$ cat src/rtl/twin_count4_pkg.sv
package twin_count4_pkg;

    localparam int CNT_W       = 4;
    localparam int DECADE_LAST = 9;

    typedef logic [CNT_W-1:0] count_t;

    typedef enum logic {
        CNT_DECADE = 1'b0,
        CNT_BINARY = 1'b1
    } cnt_mode_e;

    // Synchronized level of the two count sources of one lane
    typedef struct packed {
        logic tick;
        logic gate;
    } pin_pair_t;

    // Next count value; any decade value past the last digit folds to zero
    function automatic count_t next_count(input count_t cur, input cnt_mode_e mode);
        if (mode == CNT_DECADE && cur >= count_t'(DECADE_LAST))
            return '0;
        return cur + count_t'(1);
    endfunction

endpackage

$ cat src/rtl/twin_count4_sync.sv
module twin_count4_sync #(
    parameter int STAGES = 2,
    parameter int W      = 2
) (
    input  logic         clk,
    input  logic         rst,
    input  logic [W-1:0] d_in,
    output logic [W-1:0] q_out
);
    logic [W-1:0] chain [STAGES];

    generate
        for (genvar s = 0; s < STAGES; s++) begin : g_stage
            always_ff @(posedge clk) begin
                if (rst)
                    chain[s] <= '0;
                else if (s == 0)
                    chain[s] <= d_in;
                else
                    chain[s] <= chain[(s == 0) ? 0 : s-1];
            end
        end
    endgenerate

    assign q_out = chain[STAGES-1];
endmodule

$ cat src/rtl/twin_count4_edge.sv
module twin_count4_edge
    import twin_count4_pkg::*;
(
    input  logic      clk,
    input  logic      rst,
    input  pin_pair_t now_lvl,
    output logic      step_req
);
    pin_pair_t prev_lvl;

    // History follows the samples every cycle, so edges seen during a clear are consumed
    always_ff @(posedge clk) begin
        if (rst)
            prev_lvl <= '0;
        else
            prev_lvl <= now_lvl;
    end

    logic tick_rise, gate_fall;
    assign tick_rise = now_lvl.tick & ~prev_lvl.tick;
    assign gate_fall = prev_lvl.gate & ~now_lvl.gate;

    always_comb begin
        step_req = (tick_rise & now_lvl.gate) | (gate_fall & ~now_lvl.tick);
    end

    assert_quiet_after_rst_R1: assert property (@(posedge clk) rst |=> !step_req);
endmodule

$ cat src/rtl/twin_count4_lane.sv
module twin_count4_lane
    import twin_count4_pkg::*;
#(
    parameter cnt_mode_e MODE = CNT_DECADE
) (
    input  logic   clk,
    input  logic   rst,
    input  logic   clear,
    input  logic   step_req,
    output count_t cnt
);
    always_ff @(posedge clk) begin
        if (rst || clear)
            cnt <= '0;
        else if (step_req)
            cnt <= next_count(cnt, MODE);
    end

    assert_rst_zero_R1: assert property (@(posedge clk) rst |=> cnt == '0);

    assert_clear_zero_R7: assert property (@(posedge clk) disable iff (rst)
        clear |=> cnt == '0);

    assert_hold_R4: assert property (@(posedge clk) disable iff (rst)
        (!clear && !step_req) |=> $stable(cnt));

    assert_single_step_R11: assert property (@(posedge clk) disable iff (rst)
        (!clear && step_req) |=> (cnt == '0 || cnt == count_t'($past(cnt) + 1'b1)));

    assert_decade_range_R5: assert property (@(posedge clk) disable iff (rst)
        (MODE == CNT_DECADE) |-> cnt <= count_t'(DECADE_LAST));
endmodule

$ cat src/rtl/twin_count4.sv
module twin_count4
    import twin_count4_pkg::*;
#(
    parameter int        LANES       = 2,
    parameter int        SYNC_STAGES = 2,
    parameter cnt_mode_e MODE        = CNT_DECADE
) (
    input  logic                   clk,
    input  logic                   rst,
    input  logic [LANES-1:0]       tick_in,
    input  logic [LANES-1:0]       gate_in,
    input  logic [LANES-1:0]       clear_in,
    output logic [LANES*CNT_W-1:0] count_out
);
    localparam int PAIR_W = $bits(pin_pair_t);

    generate
        for (genvar i = 0; i < LANES; i++) begin : g_lane
            pin_pair_t raw_pair, sync_pair;
            logic      step_req;
            count_t    cnt;

            assign raw_pair.tick = tick_in[i];
            assign raw_pair.gate = gate_in[i];

            twin_count4_sync #(.STAGES(SYNC_STAGES), .W(PAIR_W)) u_sync (
                .clk   (clk),
                .rst   (rst),
                .d_in  (raw_pair),
                .q_out (sync_pair)
            );

            twin_count4_edge u_edge (
                .clk      (clk),
                .rst      (rst),
                .now_lvl  (sync_pair),
                .step_req (step_req)
            );

            twin_count4_lane #(.MODE(MODE)) u_lane (
                .clk      (clk),
                .rst      (rst),
                .clear    (clear_in[i]),
                .step_req (step_req),
                .cnt      (cnt)
            );

            assign count_out[i*CNT_W +: CNT_W] = cnt;
        end
    endgenerate
endmodule

$ cat config.mk
export PLATFORM = sky130hd
export DESIGN_NAME = twin_count4
export DESIGN_NICKNAME = d
export VERILOG_FILES = /design/src/rtl/twin_count4_pkg.sv /design/src/rtl/twin_count4_sync.sv /design/src/rtl/twin_count4_edge.sv /design/src/rtl/twin_count4_lane.sv /design/src/rtl/twin_count4.sv
export SDC_FILE = /design/constraint.sdc
export NUM_CORES = 1
export LEC_CHECK = 0
export BUFFER_PORTS_ARGS = -buffer_cell sky130_fd_sc_hd__buf_2
export CORE_MARGIN = 5
export CORE_UTILIZATION = 51
export CTS_CLUSTER_SIZE = 8
export DETAILED_ROUTE_END_ITERATION = 10
export GPL_ROUTABILITY_DRIVEN = 0
export GPL_TIMING_DRIVEN = 0
export PLACE_DENSITY = 0.75
export SYNTH_ARGS = -nofsm -noshare
export SYNTH_HDL_FRONTEND = slang
export SYNTH_SLANG_ARGS = --single-unit
$ cat constraint.sdc
create_clock -name clk -period 1.9 [get_ports clk]
set_input_delay 0.57 -clock clk [delete_from_list [all_inputs] [get_ports clk]]
set_output_delay 0.57 -clock clk [all_outputs]
set_load 0.1 [all_outputs]
==> results_dict.tcl <==
set metrics [dict create \
    worstPathCellList "buf_2" \
    async_flop_share_pct 0 \
    fillers 129 \
    drt_first_pass_iters 4 \
    multiInputGateArea_um2 404 \
    wire_per_inst_um 11.7 \
    critPathMaxStageDelay_ps 450 \
    leakagePower_nw 0.417 \
    synth_compound_area_share_pct 13.8 \
    p_switching_mw 0.157 \
    setup_viol 0 \
    drcViolationCount 0 \
    power_density_mw_per_mm2 825 \
    hold_start "g_lane[0].u_sync.chain[0][0]" \
    rows 14 \
    syn_inst 85 \
    status "complete, no violations" \
    hold-path-cell-count 1 \
    vias 650 \
    skew_ps 6.32 \
    hpwlAfterDp_mm 1.06 \
    hold_end "g_lane[0].u_sync.chain[1][0]" \
    crit_buf_inv 1 \
    antenna_left 0 \
    clkLatencyLatePin_ps 300 \
    fmax_ghz 0.577 \
    cp_top_family "buffers and inverters" \
    cts_tree "built" \
    core_area_mm2 0.00152 \
    die-area_mm2 0.00255 \
    grt_pass1_wl_mm 2.39 \
    diodes 0 \
    intPower_mw 0.660 \
    synth-seq-cells 20 \
    synth_area_per_cell_um2 9.85 \
    worstReg2RegEnd "g_lane[0].u_lane.cnt[0]" \
    cpMaxStageDelayCell "buf_2" \
    post-route-period-util_pct 91.2 \
    portBuffers 15 \
    grt_usage_pct 12.2 \
    cp-start-kind "register" \
    reg2reg_slack_ps 290 \
    synth_mux_area_share_pct 0 \
    cp_data_arrival_time_ps 1160 \
    post_dp_cell_area_um2 937 \
    root_buffer "clkbuf_4" \
    clk_path_buf_depth 2 \
    ff_latch_area_um2 405 \
    synth_xor_area_share_pct 0 \
    yosysUniqueCellTypes 25 \
    drt_iter0_drc 14 \
    antenna_found_initial 0 \
    cp.required_ps 1330 \
    cp-end-kind "primary output" \
    drt-total-wl_mm 1.41 \
    yosys_most_used_dff "dfxtp_1" \
    comb_power_share_pct 4.9 \
    die_height_um 50.5 \
    postCtsHoldBufs 0 \
    p_seq_share_pct 53.2 \
    synth_fp_nets 99 \
    critPathKind "register to primary output" \
    min_path_type "register to register" \
    r2r_start "g_lane[0].u_lane.cnt[1]" \
    yosysSeqAreaShare_pct 47.8 \
    synthSimpleGateAreaFrac_pct 25.6 \
    final_area_um2 990 \
    path_max_fanout 5 \
    nNetsFinal 119 \
    ctsResizeCount 0 \
    synth-adder-area-share_pct 8.97 \
    slew_viol_final 0 \
    switching_share_pct 19.2 \
    fin_util_pct 64.9 \
    cts_buffers 3 \
    cts_max_level 1 \
    drive_above_1_share_pct 26.9 \
    rsz0062_at_grt "false" \
    r2r_cells 5 \
    dieWidth_um 50.5 \
    grt_max_degree 13 \
    synth_edf_count 0 \
    whs_ps 446 \
    clockPowerShare_pct 41.9 \
    cts.sink_count 20 \
    io_pins 16 \
    initial_core_util_pct 54.9 \
    tightestPinTransition_ps 489 \
    hold_viol_final 0 \
    finalSetupTns_ps 0 \
    syn-cell-area_um2 837 \
    yosysWarnings 0 \
    post_cts_buffers 0 \
    post-route-min-period_ps 1730 \
    peakVddDrop_v 0.000534 \
    grt_overflow 0 \
    grt_pass1_vias 551 \
    slew_headroom_pct 67.6 \
    vias_per_cell 5.42 \
    clk_pin_slew_ps 110 \
    syn2layout_area_growth_pct 18.2 \
    synth_top_family_by_area "simple AND/OR/NAND/NOR gates" \
    max_cap_viol_count 0 \
]
-- cell type report --
type	count	share of cell area, %
plain buffers	3	1.39
clock buffers	3	2.28
clock inverters	1	3.03
inverters	5	1.90
multi-input cells	57	40.8
flip-flops and latches	20	41.0
well taps	16	2.02
repair buffers	15	7.59
-- routing by layer --
layer  track usage, %  vias up  wire length, um
met5                0        -                0
met3             5.62        2              107
met2             18.0       17              648
met1             15.4      298              639
li1                 -      333                -
met4             5.11        0               12
-- synth_stat cells (all sizes together) (2+ instances only) --
cell,number,area share [%]
dfxtp,20,48
nand3,2,1.2
inv,5,2.2
nor2b,12,9.0
ha,6,9.0
buf,2,1.2
or3b,3,3.1
o21ai,2,1.2
nand3b,4,3.6
nand4,4,3.0
nor2,4,1.8
a21oi,4,2.4
o41ai,2,3.0
o22ai,2,1.5
nand2,5,2.2
-- stage by stage --
stage	power [mW]	cells	setup slack (ps)
after floorplan	0.470	85	-7.06
after global placement	0.483	116	361
after detailed placement	0.485	116	306
after CTS	0.828	120	150
after global routing	0.858	120	113
final	0.817	120	167
-- kinds of logic after synthesis --
logic type | Yosys count
adder cells (fa/ha/maj) | 6
AND/OR/NAND/NOR | 36
buffers and inverters | 8
AO/OA/AOI/OAI | 15
flip-flops | 20
-- how the worst max path moves through the flow --
stage                                       start                      end  depth (start not counted)
final                     g_lane[0].u_lane.cnt[3]             count_out[3]                          1
after global routing      g_lane[0].u_lane.cnt[3]             count_out[3]                          1
after CTS                 g_lane[0].u_lane.cnt[3]             count_out[3]                          1
after detailed placement  g_lane[0].u_lane.cnt[1]  g_lane[0].u_lane.cnt[0]                          5
after global placement    g_lane[0].u_lane.cnt[1]  g_lane[0].u_lane.cnt[0]                          5
after floorplan           g_lane[0].u_lane.cnt[1]  g_lane[0].u_lane.cnt[0]                          5
-- flip-flops by register name, summed over array words and instances (netlist names) --
register and count:
g_lane.u_sync.chain 8, g_lane.u_lane.cnt 8, g_lane.u_edge.prev_lvl 4
-- power by group through the flow --
stage	logic [mW]	registers, mW	clock network [mW]
2_1_floorplan	0.0212	0.448	0
3_3_place_gp	0.0396	0.444	0
3_5_place_dp	0.0407	0.444	0
4_1_cts	0.0407	0.435	0.353
5_1_grt	0.0458	0.436	0.376
6_report	0.0404	0.435	0.342
-- layout by cell type, fill, tap and decap left out --
cell / n
buf_2: 17
dfxtp_1: 16
nor2b_1: 12
ha_1: 6
inv_1: 5
nand2_1: 5
nand3b_1: 4
a21oi_1: 4
nor2_1: 4
nand4_1: 4
dfxtp_2: 4
clkbuf_4: 3
or3b_1: 2
nand3_1: 2
o22ai_1: 2
o21ai_0: 2
or3b_2: 1
and2_1: 1
o221a_2: 1
clkbuf_1: 1
a22o_1: 1
o41ai_2: 1
nor3b_1: 1
o2bb2ai_1: 1
o41ai_1: 1
a211o_1: 1
o211a_1: 1
bufinv_16: 1
Note: power is estimated with default switching activity, not from simulation.
